`src/rtl/bwc_pkg.sv`:
```
package bwc_pkg;
  typedef enum logic [2:0] {
    ST_IDLE = 3'd0,
    ST_RD   = 3'd1,
    ST_RDW  = 3'd2,
    ST_WR   = 3'd3,
    ST_RESP = 3'd4
  } bwc_state_e;
endpackage

```
`src/rtl/bwc_addr_split.sv`:
```
module bwc_addr_split #(
  parameter int ADDR_W = 8,
  parameter int BYTES  = 4,
  localparam int OFF_W = $clog2(BYTES),
  localparam int WA_W  = ADDR_W - OFF_W
) (
  input  logic [ADDR_W-1:0] byte_addr,
  output logic [WA_W-1:0]   word_addr,
  output logic [OFF_W-1:0]  offset
);
  function automatic logic [WA_W-1:0] high_part(input logic [ADDR_W-1:0] a);
    return a[ADDR_W-1:OFF_W];
  endfunction

  function automatic logic [OFF_W-1:0] low_part(input logic [ADDR_W-1:0] a);
    return a[OFF_W-1:0];
  endfunction

  assign word_addr = high_part(byte_addr);
  assign offset    = low_part(byte_addr);
endmodule

```
`src/rtl/bwc_lane.sv`:
```
module bwc_lane #(
  parameter int BYTES  = 4,
  localparam int WORD_W = 8 * BYTES,
  localparam int OFF_W  = $clog2(BYTES)
) (
  input  logic [WORD_W-1:0] word_in,
  input  logic [OFF_W-1:0]  lane,
  input  logic [7:0]        new_byte,
  output logic [7:0]        lane_byte,
  output logic [WORD_W-1:0] merged,
  output logic [WORD_W-1:0] lane_mask
);
  function automatic logic [7:0] pick(input logic [WORD_W-1:0] w,
                                      input logic [OFF_W-1:0] k);
    return w[{k, 3'b000} +: 8];
  endfunction

  function automatic logic [WORD_W-1:0] put(input logic [WORD_W-1:0] w,
                                            input logic [OFF_W-1:0] k,
                                            input logic [7:0] b);
    logic [WORD_W-1:0] r;
    r = w;
    r[{k, 3'b000} +: 8] = b;
    return r;
  endfunction

  function automatic logic [WORD_W-1:0] mask_of(input logic [OFF_W-1:0] k);
    logic [WORD_W-1:0] m;
    m = '0;
    m[7:0] = 8'hFF;
    return m << {k, 3'b000};
  endfunction

  assign lane_byte = pick(word_in, lane);
  assign merged    = put(word_in, lane, new_byte);
  assign lane_mask = mask_of(lane);
endmodule

```
`src/rtl/bwc_gap_timer.sv`:
```
module bwc_gap_timer #(
  parameter int RD_GAP = 3,
  parameter int WR_GAP = 5,
  localparam int MAX_GAP = (RD_GAP > WR_GAP) ? RD_GAP : WR_GAP,
  localparam int CNT_W   = $clog2(MAX_GAP + 1)
) (
  input  logic clk,
  input  logic rst_n,
  input  logic rd_go,
  input  logic wr_go,
  output logic clear
);
  logic [CNT_W-1:0] cnt;

  always_ff @(posedge clk) begin
    if (!rst_n)           cnt <= '0;
    else if (rd_go)       cnt <= CNT_W'(RD_GAP - 1);
    else if (wr_go)       cnt <= CNT_W'(WR_GAP - 1);
    else if (cnt != '0)   cnt <= cnt - 1'b1;
  end

  assign clear = (cnt == '0);

  // a read keeps the array closed for the following RD_GAP-1 cycles
  assert_rd_gap_R7: assert property (@(posedge clk) disable iff (!rst_n)
    rd_go |=> (RD_GAP <= 1) || !clear);
  // a write keeps the array closed for the following WR_GAP-1 cycles
  assert_wr_gap_R8: assert property (@(posedge clk) disable iff (!rst_n)
    wr_go |=> (WR_GAP <= 1) || !clear);
  // no operation starts while the window is open
  assert_go_when_clear_R7: assert property (@(posedge clk) disable iff (!rst_n)
    (rd_go || wr_go) |-> clear);
endmodule

```
`src/rtl/byte_word_ctrl.sv`:
```
module byte_word_ctrl #(
  parameter int ADDR_W = 8,
  parameter int BYTES  = 4,
  parameter int RD_GAP = 3,
  parameter int WR_GAP = 5,
  localparam int WORD_W = 8 * BYTES,
  localparam int OFF_W  = $clog2(BYTES),
  localparam int WA_W   = ADDR_W - OFF_W
) (
  input  logic              clk,
  input  logic              rst_n,
  input  logic              req_valid,
  output logic              req_ready,
  input  logic              req_write,
  input  logic              req_word,
  input  logic [ADDR_W-1:0] req_addr,
  input  logic [WORD_W-1:0] req_wdata,
  output logic              rsp_valid,
  output logic              rsp_err,
  output logic [WORD_W-1:0] rsp_rdata,
  output logic              mem_re,
  output logic              mem_we,
  output logic [WA_W-1:0]   mem_addr,
  output logic [WORD_W-1:0] mem_wdata,
  input  logic [WORD_W-1:0] mem_rdata
);
  import bwc_pkg::*;

  bwc_state_e        state;
  logic              op_write, op_word, rmw_loaded;
  logic [WA_W-1:0]   waddr_q;
  logic [OFF_W-1:0]  off_q;
  logic [WORD_W-1:0] wdata_q, wbuf, rdata_q;
  logic              err_q;

  logic [WA_W-1:0]   in_waddr;
  logic [OFF_W-1:0]  in_off;
  logic [7:0]        lane_byte;
  logic [WORD_W-1:0] lane_merged, lane_mask;
  logic              gap_clear;
  logic              accept, misaligned, rd_go, wr_go;

  bwc_addr_split #(.ADDR_W(ADDR_W), .BYTES(BYTES)) u_split (
    .byte_addr(req_addr), .word_addr(in_waddr), .offset(in_off)
  );

  bwc_lane #(.BYTES(BYTES)) u_lane (
    .word_in(mem_rdata), .lane(off_q), .new_byte(wdata_q[7:0]),
    .lane_byte(lane_byte), .merged(lane_merged), .lane_mask(lane_mask)
  );

  bwc_gap_timer #(.RD_GAP(RD_GAP), .WR_GAP(WR_GAP)) u_gap (
    .clk(clk), .rst_n(rst_n), .rd_go(rd_go), .wr_go(wr_go), .clear(gap_clear)
  );

  assign req_ready  = (state == ST_IDLE);
  assign accept     = req_valid && req_ready;
  assign misaligned = req_word && (in_off != '0);
  assign rd_go      = (state == ST_RD) && gap_clear;
  assign wr_go      = (state == ST_WR) && gap_clear;

  assign mem_re    = rd_go;
  assign mem_we    = wr_go;
  assign mem_addr  = waddr_q;
  assign mem_wdata = wbuf;
  assign rsp_valid = (state == ST_RESP);
  assign rsp_err   = err_q;
  assign rsp_rdata = rdata_q;

  always_ff @(posedge clk) begin
    if (!rst_n) begin
      state      <= ST_IDLE;
      op_write   <= 1'b0;
      op_word    <= 1'b0;
      rmw_loaded <= 1'b0;
      waddr_q    <= '0;
      off_q      <= '0;
      wdata_q    <= '0;
      wbuf       <= '0;
      rdata_q    <= '0;
      err_q      <= 1'b0;
    end else begin
      case (state)
        ST_IDLE: if (accept) begin
          op_write <= req_write;
          op_word  <= req_word;
          waddr_q  <= in_waddr;
          off_q    <= in_off;
          wdata_q  <= req_wdata;
          rdata_q  <= '0;
          err_q    <= misaligned;
          if (misaligned) begin
            state <= ST_RESP;
          end else if (req_write && req_word) begin
            wbuf  <= req_wdata;
            state <= ST_WR;
          end else begin
            state <= ST_RD;
          end
        end
        ST_RD: if (gap_clear) state <= ST_RDW;
        ST_RDW: begin
          if (op_write) begin
            wbuf       <= lane_merged;
            rmw_loaded <= 1'b1;
            state      <= ST_WR;
          end else begin
            rdata_q <= op_word ? mem_rdata : {{(WORD_W-8){1'b0}}, lane_byte};
            state   <= ST_RESP;
          end
        end
        ST_WR: if (gap_clear) state <= ST_RESP;
        ST_RESP: begin
          rmw_loaded <= 1'b0;
          state      <= ST_IDLE;
        end
        default: state <= ST_IDLE;
      endcase
    end
  end

  // one array operation per cycle
  assert_one_strobe_R11: assert property (@(posedge clk) disable iff (!rst_n)
    !(mem_re && mem_we));
  // a byte store writes only after its read phase has merged the word
  assert_rmw_order_R4: assert property (@(posedge clk) disable iff (!rst_n)
    (mem_we && !op_word) |-> rmw_loaded);
  // the merge leaves every other lane as fetched
  assert_merge_keep_R4: assert property (@(posedge clk) disable iff (!rst_n)
    (state == ST_RDW && op_write) |-> (((lane_merged ^ mem_rdata) & ~lane_mask) == '0));
  // a full-word write never went through a read phase
  assert_full_write_R5: assert property (@(posedge clk) disable iff (!rst_n)
    (mem_we && op_word) |-> !rmw_loaded);
  // a misaligned word access answers next cycle with an error and no strobe
  assert_misalign_R6: assert property (@(posedge clk) disable iff (!rst_n)
    (accept && misaligned) |=> (rsp_valid && rsp_err && !mem_re && !mem_we));
  // the response is a single pulse followed by readiness
  assert_resp_pulse_R9: assert property (@(posedge clk) disable iff (!rst_n)
    rsp_valid |=> (!rsp_valid && req_ready));
endmodule

```
`config.mk`:
```
export PLATFORM = sky130hd
export DESIGN_NAME = byte_word_ctrl
export DESIGN_NICKNAME = d
export VERILOG_FILES = /design/src/rtl/bwc_pkg.sv /design/src/rtl/bwc_addr_split.sv /design/src/rtl/bwc_lane.sv /design/src/rtl/bwc_gap_timer.sv /design/src/rtl/byte_word_ctrl.sv
export SDC_FILE = /design/constraint.sdc
export NUM_CORES = 1
export LEC_CHECK = 0
export BUFFER_PORTS_ARGS = -buffer_cell sky130_fd_sc_hd__buf_2
export CAP_MARGIN = 20
export CORE_UTILIZATION = 40
export CTS_CLUSTER_SIZE = 24
export DETAILED_ROUTE_END_ITERATION = 8
export MAX_ROUTING_LAYER = met4
export PLACE_DENSITY = 0.67
export SETUP_SLACK_MARGIN = 0.02
export SYNTH_ARGS = -nofsm -noshare
export SYNTH_HDL_FRONTEND = slang
export SYNTH_SLANG_ARGS = --single-unit
```
`constraint.sdc`:
```
create_clock -name clk -period 4.4 [get_ports clk]
set_clock_uncertainty 0.1 [all_clocks]
set_input_delay 0.88 -clock clk [delete_from_list [all_inputs] [get_ports clk]]
set_output_delay 0.88 -clock clk [all_outputs]
set_load 0.005 [all_outputs]
```
Word level (Yosys, flattened, before mapping). Cells that the tools add are included. W data, S select, Z words.

Bits in registers: 89. Input port bits: 77. Logic and storage cells: 67.

Add/subtract/negate cells: 2. Equality and inequality tests: 11. Shift-type cells: 3. Mux-type cells: 20. Bitwise logic cells: 1. Reductions and logical operators: 18.

Operators by type and width (count): $mux W32 (7); $pmux W32 S2 (2); $bwmux W32 (1); $shift A8 B7 Y32 const A (1); $shiftx A32 B6 Y8 (1); $shiftx A8 B7 Y32 (1); $mux W3 (7); $pmux W3 S4 (1); $ne A2 B2 Y1 const B (5); $neg A5 Y7 (1); $eq A3 B2 Y1 const B (2); $logic_not A3 Y1 (2); $reduce_and A3 Y1 (2); $reduce_bool A2 Y1 (3); $reduce_bool A3 Y1 (2); $logic_and A1 B1 Y1 (5); $reduce_and A5 Y1 (1); $mux W2 (2); $ne A2 B1 Y1 const B (2); $eq A3 B1 Y1 const B (1); $eq A3 B3 Y1 const B (1); $reduce_or A3 Y1 (1); $sub A3 B1 Y3 const B (1); $reduce_and A2 Y1 (1); 2 further kinds (2).

Depth between registers and ports, before layout. Gate-level depths: netlist of run 1.

Depth after elaboration: 5. Gate-level depth with buffers: 8. Mapped depth without buffers: 6.

Modules after synthesis. From an unflattened synthesis of run 1, not the netlist that was laid out.

Cell total of the unflattened synthesis: 556. Area total of the unflattened synthesis: 4758.3 um^2.

Modules (own cells, without submodules): byte_word_ctrl (instances 1, cells each 387, area an instance 3473.3 um^2, seq. area each 1721.7 um^2); bwc_lane (instances 1, cells each 143, area an instance 1062.3 um^2, seq. area each 0.0 um^2); bwc_gap_timer (instances 1, cells each 18, area an instance 162.7 um^2, seq. area each 60.1 um^2); bwc_addr_split (instances 1, cells each 8, area an instance 60.1 um^2, seq. area each 0.0 um^2).

Worst setup path after synthesis of run 1. No wires, ideal clock.

Path type: reg2reg. From: reg off_q[1]. To: reg wbuf[26] (netlist: mem_wdata[26]). Library setup time: 69 ps. Arrival time: 2146 ps. Required time: 4231 ps. Slack: 2085 ps. Stages on the path, launching flop included: 9. Period minus slack after synthesis: 2315 ps. Cell sequence: dfxtp_1 > buf_1 > inv_1 > ha_1 > or4b_1 > clkbuf_1 > nor2_1 > o22ai_1 > o21ai_1.

Word-level cells in the longest chain between the ends: 5.

RTL lines: from (decl) (RTL line byte_word_ctrl.sv:32) `logic [OFF_W-1:0] off_q;`; from (signal assigned) (RTL line byte_word_ctrl.sv:88) `off_q <= in_off;`; $neg A5 Y7 (*) (RTL line bwc_lane.sv:23) `r[{k, 3'b000} +: 8] = b;`; $shiftx A8 B7 Y32 or $shift A8 B7 Y32 (tied branches) (RTL line bwc_lane.sv:23); $bwmux W32 (*) (RTL line bwc_lane.sv:23); $mux W32 (*) (RTL line byte_word_ctrl.sv:103) `if (op_write) begin`; $pmux W32 S2 (*) (RTL line byte_word_ctrl.sv:83) `case (state)`; to (signal assigned) (RTL line byte_word_ctrl.sv:95) `wbuf <= req_wdata;`; to (signal assigned) (RTL line byte_word_ctrl.sv:104) `wbuf <= lane_merged;`; to (decl) (RTL line byte_word_ctrl.sv:33) `logic [WORD_W-1:0] wdata_q, wbuf, rdata_q;`.

Every way passes the cells marked *; elsewhere a longest branch is shown, timed or not. The select of a mux whose other input is x is not followed. A chain may end at the register's enable or synchronous reset.

Final worst setup path of run 1.
From: reg off_q[0]. To: reg wbuf[22] (netlist: mem_wdata[22]).

Same word-level chain as after synthesis.

==> results of run 1 <==
layout by cell type (no fill, tap or decap), drive strengths merged, types with 2 or more instances in the layout:
cell type / n
nand2: 97
dfxtp: 89
nand3: 6
nor3b: 6
nand2b: 3
and2: 2
o22ai: 21
inv: 23
nor3: 10
o22a: 4
o2bb2ai: 3
mux2i: 4
nor2b: 4
o31ai: 15
a221oi: 16
clkbuf: 9
ha: 5
a22oi: 26
buf: 159
a211o: 2
o221ai: 4
o21ai: 45
a21oi: 27
nor2: 58
power breakdown:
group,internal (mW),switching [mW],total (mW)
Clock,0.246,0.270,0.516
Sequential,0.836,0.0423,0.878
Combinational,0.126,0.205,0.332
Total,1.21,0.518,1.73
cell type report:
cell class,count,area (um2),share of cell area (%)
clock buffer,9,124,2.36
clock inverter,2,35.0,0.668
inverter,23,86.3,1.65
multi-input combinational,373,2190,41.8
sequential,89,1780,34.0
tap,136,170,3.24
timing repair buffer,159,856,16.3
per-stage QoR:
stage / utilization (%) / cell area [um2] / hold WS (ps)
after global placement: 49.2 / 5030 / 332
after detailed placement: 49.2 / 5030 / 337
after CTS: 50.8 / 5190 / 353
final: 51.3 / 5250 / 348
after global routing: 51.3 / 5250 / 368
after floorplan: - / 4200 / 345
sequential cells by signal, summed over array words and instances (netlist names):
name,cells
rsp_rdata,32
op_write,1
state,3
mem_addr,6
off_q,2
u_gap.cnt,3
rsp_err,1
op_word,1
wdata_q,8
mem_wdata,32
per-layer routing:
metal	GRT usage (%)	vias to the layer above	wire length [um]
met5	-	-	0
met4	8.27	0	200
met3	2.57	16	697
met2	38.0	139	6220
met1	32.9	2036	6080
li1	-	2108	-
final timing paths:
| path | from | endpoint | cells after the start |
|---|---|---|---|
| min reg2reg | mem_wdata[26] | mem_wdata[26] | 2 |
| max reg2reg | off_q[0] | mem_wdata[22] | 6 |
| min | mem_wdata[26] | mem_wdata[26] | 2 |
| max | off_q[0] | mem_wdata[22] | 6 |
logic make-up (layout without fill, tap and decap cells):
logic type	Yosys count	count (layout)
compound gates	168	168
mux	4	4
flops	89	89
buf+inv	61	193
fa+ha+maj	5	5
simple gates	196	196
worst reg2reg max path: cells and delay by family (launching register included):
family	cells	cell delay (ps)
AO/OA/AOI/OAI	2	500
AND/OR/NAND/NOR	2	690
buffers and inverters	1	230
flip-flops	1	800
adder cells (fa/ha/maj)	1	430
synth_stat cells (6+ instances only):
master,count
sky130_fd_sc_hd__nor2_2,10
sky130_fd_sc_hd__o21ai_0,11
sky130_fd_sc_hd__o22ai_1,21
sky130_fd_sc_hd__nand3_1,6
sky130_fd_sc_hd__nor2_1,48
sky130_fd_sc_hd__o31ai_1,15
sky130_fd_sc_hd__inv_1,22
sky130_fd_sc_hd__a21oi_1,27
sky130_fd_sc_hd__a22oi_2,10
sky130_fd_sc_hd__o21ai_1,34
sky130_fd_sc_hd__dfxtp_1,89
sky130_fd_sc_hd__clkbuf_1,26
sky130_fd_sc_hd__nor3_1,8
sky130_fd_sc_hd__a22oi_1,16
sky130_fd_sc_hd__buf_2,8
sky130_fd_sc_hd__a221oi_1,16
sky130_fd_sc_hd__nand2_1,97
==> impl_metrics.py, run 1 <==
metrics = {
    "power": {
        "power.ir.vdd_worst_v": 0.000164,
        "power_density_nw_per_um2": 329,
        "total_power_mw": 1.73,
        "power_leakage_nw": 2.26,
    },
    "flow_run": {
        "cap_violations": 0,
    },
    "floorplanning": {
        "die_width_um": 104,
        "chip_height_um": 104,
        "die_area_um2": 10900,
        "core_area_um2": 10200,
        "pin_count": 152,
        "rows": 37,
        "initial_core_util_pct": 41.1,
    },
    "cells_and_area": {
        "num-nets-final": 737,
        "num-fill-cells": 1046,
        "flow.area_growth_from_synthesis_pct": 24.9,
        "antennaDiodeCount": 0,
        "final_layout_size_suffix_gt1_share_pct": 30.1,
        "instances_no_fill": 791,
    },
    "clock_network": {
        "htree_num_levels": 3,
        "clockBufferDepth": 2,
        "ctsResizeCount": 0,
        "clk-insertion-delay-late_ps": 360,
        "path_clk_slew_ps": 80,
        "cts_setup_buffers": 0,
        "clkSinkCount": 89,
        "cts_made_buffers": 9,
        "cts_tree": "yes",
        "cts_root_buffer": "sky130_fd_sc_hd__clkbuf_8",
        "hold_buffers": 0,
    },
    "run_status": {
        "result_of_the_run": "complete, no violations",
    },
    "global_routing": {
        "global_router_s_overall_resource_usage_pct": 24.4,
        "grt_start_max_net_pins": 52,
        "grt_first_pass_wirelength_um": 20100,
        "grt_pass1_vias": 3862,
        "grt_antenna_before_repair": 0,
        "overflow": 0,
    },
    "yosys": {
        "synthXorXnorAreaFrac_pct": 0,
        "netlist-cell-type-count": 47,
        "synth_top_family_by_area": "compound AO/OA/AOI/OAI gates",
        "yosys_register_bits": 89,
        "synthAdderAreaFrac_pct": 1.49,
        "synthesis.instances": 523,
        "post_synth_main_area_contributors": "sky130_fd_sc_hd__dfxtp_1, sky130_fd_sc_hd__nand2_1, sky130_fd_sc_hd__nor2_1",
        "cell_type_contributing_the_most_total_cell_area_after_synthesis": "sky130_fd_sc_hd__dfxtp_1",
        "synth_simple_gate_area_share_pct": 21.6,
        "post_synth_mux_area_share_pct": 0.953,
        "avgSynthCellArea_um2": 8.03,
        "synth_nets": 605,
        "syn_area_um2": 4200,
        "ys.warnings.count": 0,
        "dominantRegCellSynth": "sky130_fd_sc_hd__dfxtp_1",
        "async_flop_share_pct": 0,
        "complex_gate_fraction_of_the_synthesized_area_pct": 27.3,
        "ys_seq_area_share_pct": 42.4,
        "synth_top_area_share_pct": 42.4,
        "synth_enable_flop_cells": 0,
    },
    "placed_design": {
        "numPlacedInstances": 778,
        "gp_congestion": 0.881,
        "post-dp-hpwl_um": 9850,
        "preCtsSetupSlack_ps": 1190,
        "portBuffers": 151,
    },
    "timing": {
        "timing.final.hold_violations": 0,
        "max_clock_freq_mhz": 355,
        "timing.setup.tns_ps": 0,
        "grt_setup_unrepaired": "false",
        "timing.final.ws_setup_ps": 1580,
        "timing.final.max_slew_violations": 0,
        "timing_worst_slew_pin_value_ps": 797,
        "finalSetupViolCount": 0,
        "max-slew-margin-rel_pct": 46.5,
        "fin_crit_sh_pct": 64.1,
        "finalWorstPathRequiredPeriod_ps": 2820,
    },
    "drt": {
        "vias": 4299,
        "initialDrtViolationCount": 288,
        "drt_pass1_iterations": 5,
        "avgViaCountPerCell": 5.43,
        "antenna_violating_nets_post_route": 0,
        "wl_per_cell_um": 16.7,
        "detail_route.drc_violations": 0,
        "drt_wl_total_um": 13200,
    },
    "hold_path": {
        "timing.hold.worst.class": "register to register",
    },
    "setup_path": {
        "worst-setup-path-type": "register to register",
        "worst_path_largest_cell_delay_ps": 800,
        "critical_path_arrival_ps": 3000,
        "start_kind": "register",
        "worstPathCellList": "inv_1 -> ha_1 -> nand3b_1 -> nor3_1 -> a221oi_1 -> o31ai_1",
        "critical_path_buf_inv_count": 1,
        "slowest_library_cell_on_the_worst_path": "sky130_fd_sc_hd__dfxtp_1",
        "crit_path_end_kind": "register",
        "critPathTopFamily": "flip-flops",
        "crit_path_max_fanout": 23,
        "cp_data_required_time_ps": 4580,
        "r2r_slack_ps": 1580,
    },
}
No activity file was read; power rests on OpenSTA's default activity.
==> run 2: changes to the inputs <==
==> constraint.sdc (replaced) <==
create_clock -name clk -period 2.7 [get_ports clk]
set_clock_uncertainty 0.1 [all_clocks]
set_input_delay 0.54 -clock clk [delete_from_list [all_inputs] [get_ports clk]]
set_output_delay 0.54 -clock clk [all_outputs]
set_load 0.005 [all_outputs]
==> impl_metrics.py, run 2 (synthesis gave the netlist of run 1 again) <==
metrics = {
    "placed_design": {
        "post-dp-hpwl_um": 9990,
        "post_dp_cell_area_um2": 5080,
        "gp_congestion": 0.872,
        "portBuffers": 151,
    },
    "global_routing": {
        "overflow": 0,
        "global_router_s_overall_resource_usage_pct": 25.5,
        "grt_antenna_before_repair": 0,
        "grt_pass1_vias": 4092,
        "grt_first_pass_wirelength_um": 21100,
        "grt_start_max_net_pins": 51,
    },
    "setup_path": {
        "start_kind": "register",
        "cp_data_required_time_ps": 2870,
        "critical_r2r_launch": "off_q[0]",
        "worst_setup_path_startpoint": "off_q[0]",
        "critical_path_arrival_ps": 2410,
        "worst_r2r_path_cells": 6,
        "crit_path_max_fanout": 7,
        "crit_path_end_kind": "register",
        "critical_path.reg2reg.endpoint": "mem_wdata[18]",
        "worst-setup-path-type": "register to register",
        "r2r_slack_ps": 470,
    },
    "timing": {
        "max-slew-margin-rel_pct": 38.1,
        "timing_worst_slew_pin_value_ps": 921,
        "timing.final.max_slew_violations": 0,
        "timing.hold.ws_ps": 310,
        "finalWorstPathRequiredPeriod_ps": 2230,
        "timing.final.hold_violations": 0,
        "finalSetupViolCount": 0,
        "grt_setup_unrepaired": "false",
        "timing.setup.tns_ps": 0,
        "fin_crit_sh_pct": 82.7,
        "max_clock_freq_mhz": 448,
    },
    "floorplanning": {
        "die_area_um2": 10900,
        "rows": 37,
        "chip_height_um": 104,
        "initial_core_util_pct": 41.1,
        "core_area_um2": 10200,
        "die_width_um": 104,
        "pin_count": 152,
    },
    "clock_network": {
        "htree_num_levels": 3,
        "cts_tree": "yes",
        "cts_made_buffers": 9,
        "hold_buffers": 0,
        "clkSinkCount": 89,
        "clk-insertion-delay-late_ps": 360,
        "path_clk_slew_ps": 90,
        "clockBufferDepth": 2,
        "cts_setup_buffers": 0,
        "cts_root_buffer": "sky130_fd_sc_hd__clkbuf_8",
        "ctsResizeCount": 0,
    },
    "cells_and_area": {
        "seqCellArea_um2": 1780,
        "postLayoutCoreUtil_pct": 51.5,
        "num-nets-final": 740,
        "final_layout_size_suffix_gt1_share_pct": 30.9,
        "layout.cells.most_common": "sky130_fd_sc_hd__buf_2",
        "flow.area_growth_from_synthesis_pct": 25.3,
        "antennaDiodeCount": 0,
        "mostFrequentLayoutCells": "sky130_fd_sc_hd__buf_2, sky130_fd_sc_hd__nand2_1, sky130_fd_sc_hd__dfxtp_1",
        "area_of_combinational_cells_with_multiple_inputs_um2": 2190,
        "num-fill-cells": 1024,
        "final_area_um2": 5270,
    },
    "power": {
        "power.ir.vdd_worst_v": 0.000278,
        "power_leakage_nw": 2.26,
        "power_density_nw_per_um2": 540,
    },
    "drt": {
        "drt_pass1_iterations": 5,
        "initialDrtViolationCount": 266,
        "avgViaCountPerCell": 5.40,
        "antenna_violating_nets_post_route": 0,
        "detail_route.drc_violations": 0,
        "vias": 4318,
        "wl_per_cell_um": 16.9,
        "drt_wl_total_um": 13500,
    },
    "flow_run": {
        "cap_violations": 0,
    },
    "run_status": {
        "result_of_the_run": "complete, no violations",
    },
    "hold_path": {
        "timing.hold.worst.class": "input port to register",
        "min_path_cells": 3,
        "hp-start": "req_addr[5]",
        "whs_endpoint": "mem_addr[3]",
    },
}
[run 2: worst max-delay path by stage]
stage / endpoint / slack, ps / cells after the start
after floorplan: mem_wdata[26] / 380 / 8
after global placement: mem_wdata[21] / 590 / 6
after detailed placement: mem_wdata[18] / 530 / 6
after CTS: mem_wdata[18] / 500 / 6
after global routing: mem_wdata[20] / 230 / 6
final: mem_wdata[18] / 470 / 6
[run 2: per-stage QoR]
step | worst slack (ps) | total power, mW | instances
6_report | 468 | 2.84 | 799
5_1_grt | 234 | 2.97 | 799
4_1_cts | 499 | 2.85 | 799
3_5_place_dp | 534 | 2.01 | 783
3_3_place_gp | 593 | 2.00 | 783
2_1_floorplan | 385 | 1.78 | 523
[run 2: final cells by class]
type	count	share of cell area, %
clock buffer	10	2.61
clock inverter	6	0.832
tap	136	3.23
inverter	23	1.64
timing repair buffer	162	16.2
multi-input combinational	373	41.7
sequential	89	33.8
[run 2: report_power, final]
group          switching, mW  internal [mW]  total (mW)
combinational          0.343          0.211       0.554
clock                  0.504          0.359       0.863
sequential            0.0640           1.36        1.43
[run 2: critical path: stages, from the launching register on]
cell and delay, ps:
sky130_fd_sc_hd__dfxtp_1 340, sky130_fd_sc_hd__inv_1 90, sky130_fd_sc_hd__ha_1 380, sky130_fd_sc_hd__nand3b_1 110
sky130_fd_sc_hd__nor3_1 660, sky130_fd_sc_hd__a221oi_1 180, sky130_fd_sc_hd__o31ai_1 290
[run 2: per-layer routing]
metal / part of all wire (%) / GRT usage, % / vias to the layer above
met5: 0 / - / -
met4: 2.5 / 11.1 / 0
met3: 6.0 / 3.88 / 30
met2: 46 / 37.9 / 164
met1: 45 / 34.1 / 2003
li1: - / - / 2121
==> run 3: changes to the inputs <==
==> constraint.sdc (replaced) <==
create_clock -name clk -period 2.12 [get_ports clk]
set_clock_uncertainty 0.1 [all_clocks]
set_input_delay 0.424 -clock clk [delete_from_list [all_inputs] [get_ports clk]]
set_output_delay 0.424 -clock clk [all_outputs]
set_load 0.005 [all_outputs]
==> impl_metrics.py, run 3 (synthesis gave the netlist of run 1 again) <==
metrics = {
    "drt": {
        "wl_per_cell_um": 16.5,
        "vias": 4351,
        "avgViaCountPerCell": 5.38,
        "initialDrtViolationCount": 248,
        "drt_pass1_iterations": 4,
        "drt_wl_total_um": 13300,
        "detail_route.drc_violations": 0,
        "antenna_violating_nets_post_route": 0,
    },
    "global_routing": {
        "global_router_s_overall_resource_usage_pct": 24.9,
        "overflow": 0,
        "grt_use_met1_pct": 33.0,
        "layer_with_the_highest_usage": "met2",
        "grt_start_max_net_pins": 49,
        "global_route.usage.met3_pct": 3.13,
        "grt.met2_usage_pct": 39.1,
        "grt_antenna_before_repair": 0,
        "grt_first_pass_wirelength_um": 20700,
        "grt_pass1_vias": 4056,
    },
    "cells_and_area": {
        "instances_no_fill": 808,
        "flow.area_growth_from_synthesis_pct": 27.8,
        "num-nets-final": 749,
        "mostFrequentLayoutCells": "sky130_fd_sc_hd__buf_2, sky130_fd_sc_hd__nand2_1, sky130_fd_sc_hd__dfxtp_1",
        "final_area_um2": 5370,
        "final_layout_size_suffix_gt1_share_pct": 32.0,
        "antennaDiodeCount": 0,
        "layout.cells.most_common": "sky130_fd_sc_hd__buf_2",
    },
    "timing": {
        "finalSetupViolCount": 0,
        "max_clock_freq_mhz": 505,
        "timing.final.max_slew_violations": 0,
        "timing.final.hold_violations": 0,
        "timing_worst_slew_pin_value_ps": 588,
        "finalWorstPathRequiredPeriod_ps": 1980,
        "fin_crit_sh_pct": 93.4,
        "grt_setup_unrepaired": "false",
        "timing.setup.tns_ps": 0,
        "max-slew-margin-rel_pct": 60.8,
    },
    "setup_path": {
        "critPathTopFamily": "simple AND/OR/NAND/NOR gates",
        "critical_path_buf_inv_count": 1,
        "cp_data_required_time_ps": 1600,
        "crit_path_end_kind": "output pin",
        "worst_path_largest_cell_delay_ps": 440,
        "worst-setup-path-type": "register to output pin",
        "worstPathCellList": "or3_1 -> nor3_1 -> buf_2",
        "start_kind": "register",
        "critical_path_arrival_ps": 1460,
        "slowest_library_cell_on_the_worst_path": "sky130_fd_sc_hd__or3_1",
        "crit_path_max_fanout": 5,
    },
    "clock_network": {
        "cts_root_buffer": "sky130_fd_sc_hd__clkbuf_8",
        "clk-insertion-delay-late_ps": 360,
        "cts_made_buffers": 9,
        "clockBufferDepth": 2,
        "cts_tree": "yes",
        "clkSinkCount": 89,
        "cts_setup_buffers": 0,
        "htree_num_levels": 3,
        "path_clk_slew_ps": 80,
        "hold_buffers": 0,
    },
    "power": {
        "power_density_nw_per_um2": 695,
        "cellInternalPower_mw": 2.60,
        "power.ir.vdd_worst_v": 0.000286,
        "pwr-share-seq_pct": 48.0,
        "power_switching_mw": 1.13,
        "total_power_mw": 3.73,
        "power_leakage_nw": 2.33,
        "combPwrFrac_pct": 20.4,
        "clock_power_share_pct": 31.6,
        "power_switching_share_pct": 30.2,
    },
    "placed_design": {
        "post_dp_cell_area_um2": 5160,
        "numPlacedInstances": 792,
        "post-dp-hpwl_um": 9940,
        "gp_congestion": 0.870,
        "portBuffers": 151,
    },
    "floorplanning": {
        "core_area_um2": 10200,
        "rows": 37,
        "pin_count": 152,
        "initial_core_util_pct": 41.1,
        "chip_height_um": 104,
        "die_area_um2": 10900,
        "die_width_um": 104,
    },
    "flow_run": {
        "cap_violations": 0,
    },
    "hold_path": {
        "timing.hold.worst.class": "input port to register",
    },
    "run_status": {
        "result_of_the_run": "complete, no violations",
    },
}
## run 3: power groups by stage
stage	registers (mW)	logic [mW]	clock network, mW
5_1_grt	1.80	0.828	1.27
2_1_floorplan	1.82	0.445	0
3_5_place_dp	1.83	0.746	0
3_3_place_gp	1.83	0.731	0
6_report	1.79	0.760	1.18
4_1_cts	1.79	0.752	1.19
## run 3: per-stage QoR
step	hold WS [ps]	util [%]	setup slack [ps]
2_1_floorplan	345	-	37.1
3_3_place_gp	330	50.5	101
3_5_place_dp	334	50.5	16.2
4_1_cts	194	52.4	114
5_1_grt	202	52.5	11.2
6_report	198	52.5	139
## run 3: cell type report
cell class	count	area, um2
clock buffers	11	141
clock inverters	5	55.1
fillers	1030	4860
inverters	23	86.3
multi-input cells	373	2200
flip-flops and latches	89	1780
well taps	136	170
repair buffers	171	931
## run 3: worst paths after layout
| check | startpoint | to | slack (ps) | cells after the start |
|---|---|---|---|---|
| max | u_gap.cnt[1] | mem_re | 140 | 3 |
| min | req_addr[6] | mem_addr[4] | 200 | 3 |
| max reg2reg | off_q[0] | mem_wdata[28] | 180 | 6 |
| min reg2reg | mem_wdata[29] | mem_wdata[29] | 350 | 2 |
## run 3: metal layers
metal	routed length (um)	vias to the layer above	part of all wire, %
met5	0	-	0
met4	276	0	2.1
met3	838	23	6.3
met2	6150	170	46
met1	6040	2017	45
li1	-	2141	-
## run 3: what timing repair did
item | CTS | global route
pin swaps | 0 | 0
hold endpoints to repair | 0 | 0
resized for setup | 1 | 1
setup endpoints to repair | 6 | 7
## run 3: tightest hold or removal path, delay by kind of cell
family,cells,cell delay [ps]
compound gates,1,50
simple gates,1,40
buf+inv,1,90
